File: src/rtl/dfs_pkg.sv
// Shared types for the dynamic frequency ratio controller.
// Assumes: three modes only; the mode code doubles as the right-shift
// applied to the base multiplier.
package dfs_pkg;
    typedef enum logic [1:0] {
        MODE_FULL    = 2'd0,
        MODE_HALF    = 2'd1,
        MODE_QUARTER = 2'd2
    } dfs_mode_e;
endpackage

File: src/rtl/dfs_cfg_latch.sv
// Captures the PLL configuration code while reset is low and derives the
// base multiplier (half-step units) and the support flags for each divide
// step. Assumes: the code is stable during reset; MULT_W holds the code
// plus BASE_OFFSET.
module dfs_cfg_latch #(
    parameter int CFG_W       = 6,
    parameter int MULT_W      = 7,
    parameter int BASE_OFFSET = 4,
    parameter int MIN_DIV_HS  = 8
) (
    input  logic              clk,
    input  logic              rst_n,
    input  logic [CFG_W-1:0]  pll_cfg_i,
    output logic [MULT_W-1:0] base_mult_o,
    output logic [1:0]        sup_o
);
    localparam int N_STEPS = 2;

    logic [MULT_W-1:0] base_q;

    // Capture the base multiplier only during hard reset.
    always_ff @(posedge clk) begin
        if (!rst_n) begin
            base_q <= MULT_W'(pll_cfg_i) + MULT_W'(BASE_OFFSET);
        end
    end

    // Support flag per divide step: exact division and a minimum result.
    for (genvar d = 0; d < N_STEPS; d++) begin : g_sup
        assign sup_o[d] = (base_q[d:0] == '0) &&
                          ((base_q >> (d + 1)) >= MULT_W'(MIN_DIV_HS));
    end

    assign base_mult_o = base_q;

    // outside reset the captured base never moves.
    assert_base_frozen_R8: assert property (@(posedge clk) disable iff (!rst_n)
        $past(rst_n) |-> $stable(base_q));
endmodule

File: src/rtl/dfs_req_arb.sv
// Arbitrates between the software bits and the hardware pins and returns
// the requested mode. Purely combinational. Assumes: the pins are already
// synchronised to clk.
module dfs_req_arb
    import dfs_pkg::*;
(
    input  logic      sw_half_i,
    input  logic      sw_quarter_i,
    input  logic      pin_half_i,
    input  logic      pin_quarter_i,
    output dfs_mode_e req_mode_o
);
    // Pins override software; both pins disable scaling; quarter wins in software.
    always_comb begin
        if (pin_half_i && pin_quarter_i) begin
            req_mode_o = MODE_FULL;
        end else if (pin_quarter_i) begin
            req_mode_o = MODE_QUARTER;
        end else if (pin_half_i) begin
            req_mode_o = MODE_HALF;
        end else if (sw_quarter_i) begin
            req_mode_o = MODE_QUARTER;
        end else if (sw_half_i) begin
            req_mode_o = MODE_HALF;
        end else begin
            req_mode_o = MODE_FULL;
        end
    end
endmodule

File: src/rtl/dfs_mode_ctrl.sv
// Holds the mode in use. It accepts a requested mode only if the captured
// configuration allows it, and raises a one-cycle strobe after each change.
// Assumes: full speed is always allowed.
module dfs_mode_ctrl
    import dfs_pkg::*;
#(
    parameter int MULT_W = 7
) (
    input  logic              clk,
    input  logic              rst_n,
    input  dfs_mode_e         req_mode_i,
    input  logic [1:0]        sup_i,
    input  logic [MULT_W-1:0] base_mult_i,
    output dfs_mode_e         mode_o,
    output logic [MULT_W-1:0] mult_o,
    output logic              strobe_o
);
    dfs_mode_e mode_q;
    dfs_mode_e mode_nx;
    logic      accept;

    // Decide whether the requested mode is allowed by the configuration.
    always_comb begin
        unique case (req_mode_i)
            MODE_HALF:    accept = sup_i[0];
            MODE_QUARTER: accept = sup_i[1];
            default:      accept = 1'b1;
        endcase
        mode_nx = accept ? req_mode_i : mode_q;
    end

    // Register the mode in use and the change strobe.
    always_ff @(posedge clk) begin
        if (!rst_n) begin
            mode_q   <= MODE_FULL;
            strobe_o <= 1'b0;
        end else begin
            mode_q   <= mode_nx;
            strobe_o <= (mode_nx != mode_q);
        end
    end

    assign mode_o = mode_q;
    assign mult_o = base_mult_i >> mode_q;

    // the strobe marks exactly the cycles in which the mode changed.
    assert_strobe_on_change_R9: assert property (@(posedge clk) disable iff (!rst_n)
        strobe_o == (mode_q != $past(mode_q)));

    // a forbidden divided mode is never in use.
    assert_half_allowed_R7: assert property (@(posedge clk) disable iff (!rst_n)
        (mode_q == MODE_HALF) |-> sup_i[0]);
    assert_quarter_allowed_R7: assert property (@(posedge clk) disable iff (!rst_n)
        (mode_q == MODE_QUARTER) |-> sup_i[1]);
endmodule

File: src/rtl/dfs_ratio_ctrl.sv
// Top of the dynamic frequency ratio controller. It chains the
// configuration capture, the request arbitration and the mode register.
// Assumes: the inputs are synchronous to clk.
module dfs_ratio_ctrl
    import dfs_pkg::*;
#(
    parameter int CFG_W       = 6,
    parameter int MULT_W      = 7,
    parameter int BASE_OFFSET = 4,
    parameter int MIN_DIV_HS  = 8
) (
    input  logic              clk,
    input  logic              rst_n,
    input  logic [CFG_W-1:0]  pll_cfg_i,
    input  logic              sw_half_i,
    input  logic              sw_quarter_i,
    input  logic              pin_half_i,
    input  logic              pin_quarter_i,
    output logic [MULT_W-1:0] core_mult_o,
    output logic [1:0]        mode_status_o,
    output logic              switch_strobe_o
);
    logic [MULT_W-1:0] base_mult;
    logic [1:0]        sup;
    dfs_mode_e         req_mode;
    dfs_mode_e         cur_mode;

    dfs_cfg_latch #(
        .CFG_W(CFG_W), .MULT_W(MULT_W),
        .BASE_OFFSET(BASE_OFFSET), .MIN_DIV_HS(MIN_DIV_HS)
    ) i_cfg (
        .clk(clk), .rst_n(rst_n), .pll_cfg_i(pll_cfg_i),
        .base_mult_o(base_mult), .sup_o(sup)
    );

    dfs_req_arb i_arb (
        .sw_half_i(sw_half_i), .sw_quarter_i(sw_quarter_i),
        .pin_half_i(pin_half_i), .pin_quarter_i(pin_quarter_i),
        .req_mode_o(req_mode)
    );

    dfs_mode_ctrl #(.MULT_W(MULT_W)) i_ctrl (
        .clk(clk), .rst_n(rst_n), .req_mode_i(req_mode), .sup_i(sup),
        .base_mult_i(base_mult), .mode_o(cur_mode), .mult_o(core_mult_o),
        .strobe_o(switch_strobe_o)
    );

    assign mode_status_o = cur_mode;

    // both pins force full speed on the next cycle.
    assert_both_pins_full_R5: assert property (@(posedge clk) disable iff (!rst_n)
        (pin_half_i && pin_quarter_i) |=> (mode_status_o == MODE_FULL));

    // a lone pin wins over software when its mode is allowed.
    assert_pin_half_wins_R4: assert property (@(posedge clk) disable iff (!rst_n)
        (pin_half_i && !pin_quarter_i && sup[0]) |=> (mode_status_o == MODE_HALF));
    assert_pin_quarter_wins_R4: assert property (@(posedge clk) disable iff (!rst_n)
        (pin_quarter_i && !pin_half_i && sup[1]) |=> (mode_status_o == MODE_QUARTER));
endmodule

File: config.mk
export PLATFORM = sky130hd
export DESIGN_NAME = dfs_ratio_ctrl
export DESIGN_NICKNAME = d
export VERILOG_FILES = /design/src/rtl/dfs_pkg.sv /design/src/rtl/dfs_cfg_latch.sv /design/src/rtl/dfs_req_arb.sv /design/src/rtl/dfs_mode_ctrl.sv /design/src/rtl/dfs_ratio_ctrl.sv
export SDC_FILE = /design/constraint.sdc
export NUM_CORES = 1
export LEC_CHECK = 0
export CAP_MARGIN = 20
export CORE_UTILIZATION = 39
export CTS_CLUSTER_SIZE = 40
export DETAILED_ROUTE_END_ITERATION = 16
export PLACE_DENSITY = 0.73
export SLEW_MARGIN = 20
export SYNTH_ARGS = -nofsm -noshare
export SYNTH_HDL_FRONTEND = slang
export SYNTH_SLANG_ARGS = --single-unit
File: constraint.sdc
create_clock -name clk -period 1.7 [get_ports clk]
set_clock_uncertainty 0.2 [all_clocks]
set_input_delay 0.425 -clock clk [delete_from_list [all_inputs] [get_ports clk]]
set_output_delay 0.425 -clock clk [all_outputs]
set_load 0.02 [all_outputs]
==> metrics.txt, run 1 <==
status=finished with violations; failing checks=negative setup slack; synthesized area per cell=10.9 sq um; Core Area=approximately 1500 sq um; ys async rst share=0%; critical path type=reg2out; Yosys top cell by area=edfxtp_1; post-route ant nets=0; Synth Instances=60; total congestion overflow=0; Wirelength per Cell=around 14 um; CP arrival=about 1300 ps; Ys Warns=0; power per cell area=713 nW/um^2; Post-Route WL=roughly 1600 um; initial DRC count=10; number of global-route vias before repair=615; Post-synth top cells=nand2_1 (8), edfxtp_1 (7), inv_1 (6); cell area after synthesis=654 sq um; Ports=22; count of cell types in the netlist=25; CTS clk-pin slew, worst paths=60 ps; H-tree levels=1; final setup margin=-262 ps; clk sink count=10; Top Family by Delay on Critical Path=multiplexers; gpl congestion=0.712; Die ar.=between 1500 and 2000 sq um; Pre-antenna DRT Iters=3; CTS root buf=clkbuf_4; worst min path class=in2reg; hpwl dp=1160 um; Initial Util=between 40% and 50%; Overall Power=around 800 uW; syn nets=75; startpoint class of the critical path=flip-flop; crit path cell chain=mux4_2, buf_6; Leakage=0.000480 uW; row count=14; n_diodes=0; Crit Path Max Fanout=2; pin count of the biggest net entering global routing=9; max incr delay on CP=between 500 and 600 ps; FF+latch count, synth=10; Final setup viols=7; Place WS=-714 ps; count leader, synth=nand2_1; Nets=approximately 120; DR vias=593; initial antenna violation count=0; Yosys top cell area share=between 30% and 40%; ys flop type=edfxtp_1; Via density=around 5.1; Residual DRC=0; first-pass GRT wire length=2650 um; Hold Fails Final Rpt=0; max-slew violation count=0; clock latency on the worst-skew pair=260 ps; Fmax achieved=roughly 0.51 GHz; VDD IR max=a little under 500 uV; clk buf depth=2; Worst Path Required=~1100 ps; Least-Margin Pin Slew=281 ps; area grow syn2layout=71.3%; total track usage=19.4%; CP Buf/Inv Count=1; CTS tree=done; Max Cap Violations=0; main area contributors after synthesis=edfxtp_1 (32%), mux4_2 (10%), dfxtp_1 (9.2%); Vert. Die Dim=between 40 and 50 um; ratio of cells with drive above 1 in the final layout=55.4%; port buffer count=21; Worst Setup End Kind=output port; Post-synth EDFFs=7; Die Wd=between 40 and 50 um; slowest CP cell=mux4_2; Final Critical Period=1960 ps; final worst-path cycle share=115%; sequential area share after synthesis=between 40 and 50%; RSZ-0062 raised after global routing=true; CTS buffer count=3; relative slew slack=between 80% and 90%
[what timing repair did]
action | CTS | global route
endpoints found under the setup margin | 13 | 11
pin swaps | 6 | 10
resized for setup | 67 | 16
buffers inserted | 2 | 2
hold buffers | 0 | 0
[sequential cells by signal, summed over array words and instances, names as in the netlist]
name / flops
i_cfg.base_mult_o: 7
i_ctrl.mode_o: 2
i_ctrl.strobe_o: 1
[cell usage in the layout (no fill, tap or decap), types with 2 or more instances in the layout]
cell             instances
a21oi_4                  3
buf_2                    5
buf_4                   17
buf_6                    7
buf_8                    2
clkbuf_4                 3
clkdlybuf4s50_1          7
dfxtp_4                  2
edfxtp_1                 7
inv_1                    4
inv_2                    2
mux2i_1                  2
mux4_2                   3
nand2_1                  8
nand2b_4                 2
nand3_1                  2
xor2_1                   2
[final timing paths]
check                           slack, ps                to            startpoint  cells past startpoint
worst max register to register        100  i_ctrl.mode_o[0]  i_cfg.base_mult_o[4]                      4
worst max-delay path                 -260    core_mult_o[2]  i_cfg.base_mult_o[5]                      2
worst min-delay path                  380   i_ctrl.strobe_o          sw_quarter_i                      5
worst min register to register        440  i_ctrl.mode_o[1]      i_ctrl.mode_o[1]                      3
[logic make-up (layout without fill, tap and decap cells)]
group / count (synthesis) / count (layout) / synth area share (%)
flops: 10 / 10 / 41.3
compound gates: 9 / 9 / 10.5
xor+xnor: 3 / 3 / 4.02
buf+inv: 8 / 49 / 6.31
fa+ha+maj: 3 / 3 / 5.74
simple gates: 20 / 20 / 15.7
mux: 7 / 7 / 16.4
[layout make-up]
cell class,instances,area [sq um]
multi-input cells,42,434
fillers,126,420
repair buffers,39,340
flip-flops and latches,10,278
clock buffers,3,22.5
inverters,6,22.5
well taps,16,20.0
clock inverters,1,3.75
[stage by stage]
step | hold WS, ps | TNS (ps) | instances | utilization [%] | instance area, sq um
after floorplan | 324 | -97.2 | 60 | - | 699
after global placement | 307 | -4070 | 110 | 66.2 | 1020
after detailed placement | 316 | -4400 | 110 | 66.2 | 1020
after CTS | 399 | -1200 | 116 | 67.5 | 1040
after global routing | 396 | -1720 | 117 | 72.7 | 1120
final | 381 | -1320 | 117 | 72.7 | 1120
[worst min-delay path, cell delays in order]
cell       delay [ps]
buf_8             100
nor2_4             80
nand2_1            60
nand2_1            80
a2111oi_2          50
[power by group]
part / leakage, uW / switching [uW] / total [uW] / internal, uW
Sequential: 0.0000944 / 21.4 / 307 / 285
Clock: 0.0000154 / 73.5 / 158 / 84.4
Combinational: 0.000370 / 155 / 335 / 180
Total: 0.000480 / 250 / 800 / 550
[layer usage]
| metal | vias up | global-route usage [%] | share of wire (%) |
|---|---|---|---|
| li1 | 301 | - | - |
| met5 | - | 0 | 0 |
| met2 | 10 | 34.2 | 52 |
| met4 | 0 | 9.09 | 0.80 |
| met1 | 280 | 24.0 | 45 |
| met3 | 2 | 1.28 | 2.1 |
No activity file was read; power rests on OpenSTA's default activity.
==> inputs of run 2 (changes only) <==
--- a/config.mk
+++ b/config.mk
@@ -6,10 +6,11 @@
 export NUM_CORES = 1
 export LEC_CHECK = 0
 export CAP_MARGIN = 20
-export CORE_UTILIZATION = 39
+export CORE_UTILIZATION = 40
 export CTS_CLUSTER_SIZE = 40
 export DETAILED_ROUTE_END_ITERATION = 16
-export PLACE_DENSITY = 0.73
+export PLACE_DENSITY = 0.72
+export SKIP_CTS_REPAIR_TIMING = 1
 export SLEW_MARGIN = 20
 export SYNTH_ARGS = -nofsm -noshare
 export SYNTH_HDL_FRONTEND = slang
==> constraint.sdc (replaced) <==
create_clock -name clk -period 2.48 [get_ports clk]
set_clock_uncertainty 0.2 [all_clocks]
set_input_delay 0.62 -clock clk [delete_from_list [all_inputs] [get_ports clk]]
set_output_delay 0.62 -clock clk [all_outputs]
set_load 0.02 [all_outputs]
==> run 2 against run 1 <==
Against the previous run:
- largest cell class unchanged
- sequential share of layout area grew 3.0 points
- the run now ends clean
- sequential power shrank 32%
- non-clock buffer count shrank 11
- largest power group is now registers
==> metrics.txt, run 2 (same netlist as run 1, synthesis figures left out) <==
final worst-path cycle share=between 90% and 100%; metal3 WL=63 um (+85%); Largest register FFs=7 (unchanged); CTS tree=done; worst min path class=reg2reg; most frequent cells in the layout=clkdlybuf4s50_1 (15), nand2_1 (8), edfxtp_1 (7), buf_4 (7); Post-Route WL=1330 um (-19%); highest routed layer=met3; Hold Fails Final Rpt=0 (unchanged); Worst Setup End Kind=output port; hpwl dp=1040 um (-11%); Clk pwr share=26.5% (+6.7 points); fillcell total=130 (+3.2%); CTS clk-pin slew, worst paths=60 ps (about the same); Final setup viols=0 (-7); non-filler instance count after layout=106 (-9.4%); FF+latch area=272 sq um (-2.3%); total track usage=15.6% (-3.8 points); Residual DRC=0 (unchanged); cell area after layout=978 sq um (-13%); Net Sw Frac=28.1% (-3.1 points); startpoint class of the critical path=flip-flop; clk buf depth=2 (unchanged); combinational share of power=34.3% (-7.6 points); Final Critical Period=2400 ps; Die ar.=1800 sq um (-2.4%); Int Power=382 uW (-30%); Cells on Worst Hold Path=2 (-3); R2R Setup Slk=970 ps (+870 ps); VDD IR max=346 uV (-29%); power per cell area=544 nW/um^2 (-24%); Leakage=0.000443 uW (-7.6%); Fmax achieved=between 0.4 and 0.5 GHz; port buffer count=21 (unchanged); max-slew violation count=0 (unchanged); CTS root buf=clkbuf_4; leading cell type in the layout, fill and taps excluded=clkdlybuf4s50_1; critical path type=reg2out; post-route ant nets=0 (unchanged); DR vias=549 (-7.4%); routed wire length on met2=739 um (-13%); clk sink count=10 (unchanged); Crit Path Max Fanout=8 (+6); Nets=106 (-9.4%); Ports=22 (unchanged); number of global-route vias before repair=547 (-11%); H-tree levels=1 (unchanged); Core Area=1520 sq um (-1.1%); reg-to-reg startpoint=i_ctrl.mode_o[1]; sequential share of power=39.3% (+0.9 points); Pre-antenna DRT Iters=4 (+1); hold_sp=i_ctrl.mode_o[0]; status=finished clean; row count=14 (unchanged); clock latency on the worst-skew pair=260 ps (about the same); multi-input logic area=350 sq um (-19%); Via density=5.18 (+2.2%); initial antenna violation count=0 (unchanged); final hold slack=356 ps (-24.9 ps); Min-Delay Endpoint=i_ctrl.mode_o[0]; wire length on met1=524 um (-29%); Initial Util=42.9% (+0.49 points); ratio of cells with drive above 1 in the final layout=21.1% (-34 points); Worst Path Required=1660 ps (+590 ps); CTS buffer count=3 (unchanged); CP arrival=1580 ps (+240 ps); n_diodes=0 (unchanged); relative slew slack=78.9% (-2.2 points); FF-to-FF path depth=5 (+1); Max Cap Violations=0 (unchanged); dpl cell area=918 sq um (-9.9%); total congestion overflow=0 (unchanged); first-pass GRT wire length=2170 um (-18%); gpl congestion=0.827 (+16%); Placed Instances=102 (-7.3%); NetSw=150 uW (-40%); area grow syn2layout=49.5%; Die Wd=42.4 um (-1.2%); Least-Margin Pin Slew=316 ps (+34.6 ps); Vert. Die Dim=42.4 um (-1.2%); Util after Layout=64.2% (-8.5 points); initial DRC count=7 (-3); worst flop-to-flop path endpoint=i_ctrl.strobe_o; Wirelength per Cell=12.5 um (-10%); pin count of the biggest net entering global routing=9 (unchanged)
run 2: cell count changes in the layout (fill, tap and decap cells not counted), moves of 5 or more:
cell / previous run / this run
clkdlybuf4s50_1: 7 / 15
buf_2: 5 / 0
buf_6: 7 / 0
dlymetal6s2s_1: 0 / 6
buf_4: 17 / 7
run 2: worst max path at each step:
stage                      from          endpoint  slack, ps
2_1_floorplan  i_ctrl.mode_o[0]    core_mult_o[0]        410
3_3_place_gp      pin_quarter_i  i_ctrl.mode_o[1]       -120
3_5_place_dp      pin_quarter_i  i_ctrl.mode_o[1]       -150
4_1_cts        i_ctrl.mode_o[0]    core_mult_o[4]       -240
5_1_grt           pin_quarter_i  i_ctrl.mode_o[1]        -20
6_report       i_ctrl.mode_o[0]    core_mult_o[6]         80
run 2: power by group through the flow:
stage               Sequential (uW)  Clock, uW  Combinational, uW
floorplan                       214          0               94.9
global route                    210        154                196
detailed placement              212          0                183
global placement                212          0                180
finish                          209        141                182
CTS                             208        147                183
run 2: per-stage QoR:
stage	power (uW)	setup TNS [ps]	setup WS, ps
floorplan	309	0	414
global placement	392	-222	-120
detailed placement	395	-329	-153
CTS	539	-920	-237
global route	560	-32.3	-22.1
finish	532	0	82.7
run 2: layout make-up:
type	count	share of cell area, %
multi-input cells	42	35.8
repair buffers	28	28.4
flip-flops and latches	10	27.7
clock buffers	4	3.71
inverters	6	2.30
well taps	16	2.05
run 2: worst max-delay path, stage by stage (launching register included):
cell             delay [ps]
dfxtp_2                 360
buf_4                   180
nor3b_2                 170
clkdlybuf4s50_1         610
run 2: metal layers:
metal | global-route usage [%] | vias to the layer above
li1 | - | 275
met1 | 18.9 | 258
met2 | 28.6 | 16
met3 | 1.29 | 0
met4 | 5.63 | 0
met5 | 0 | -
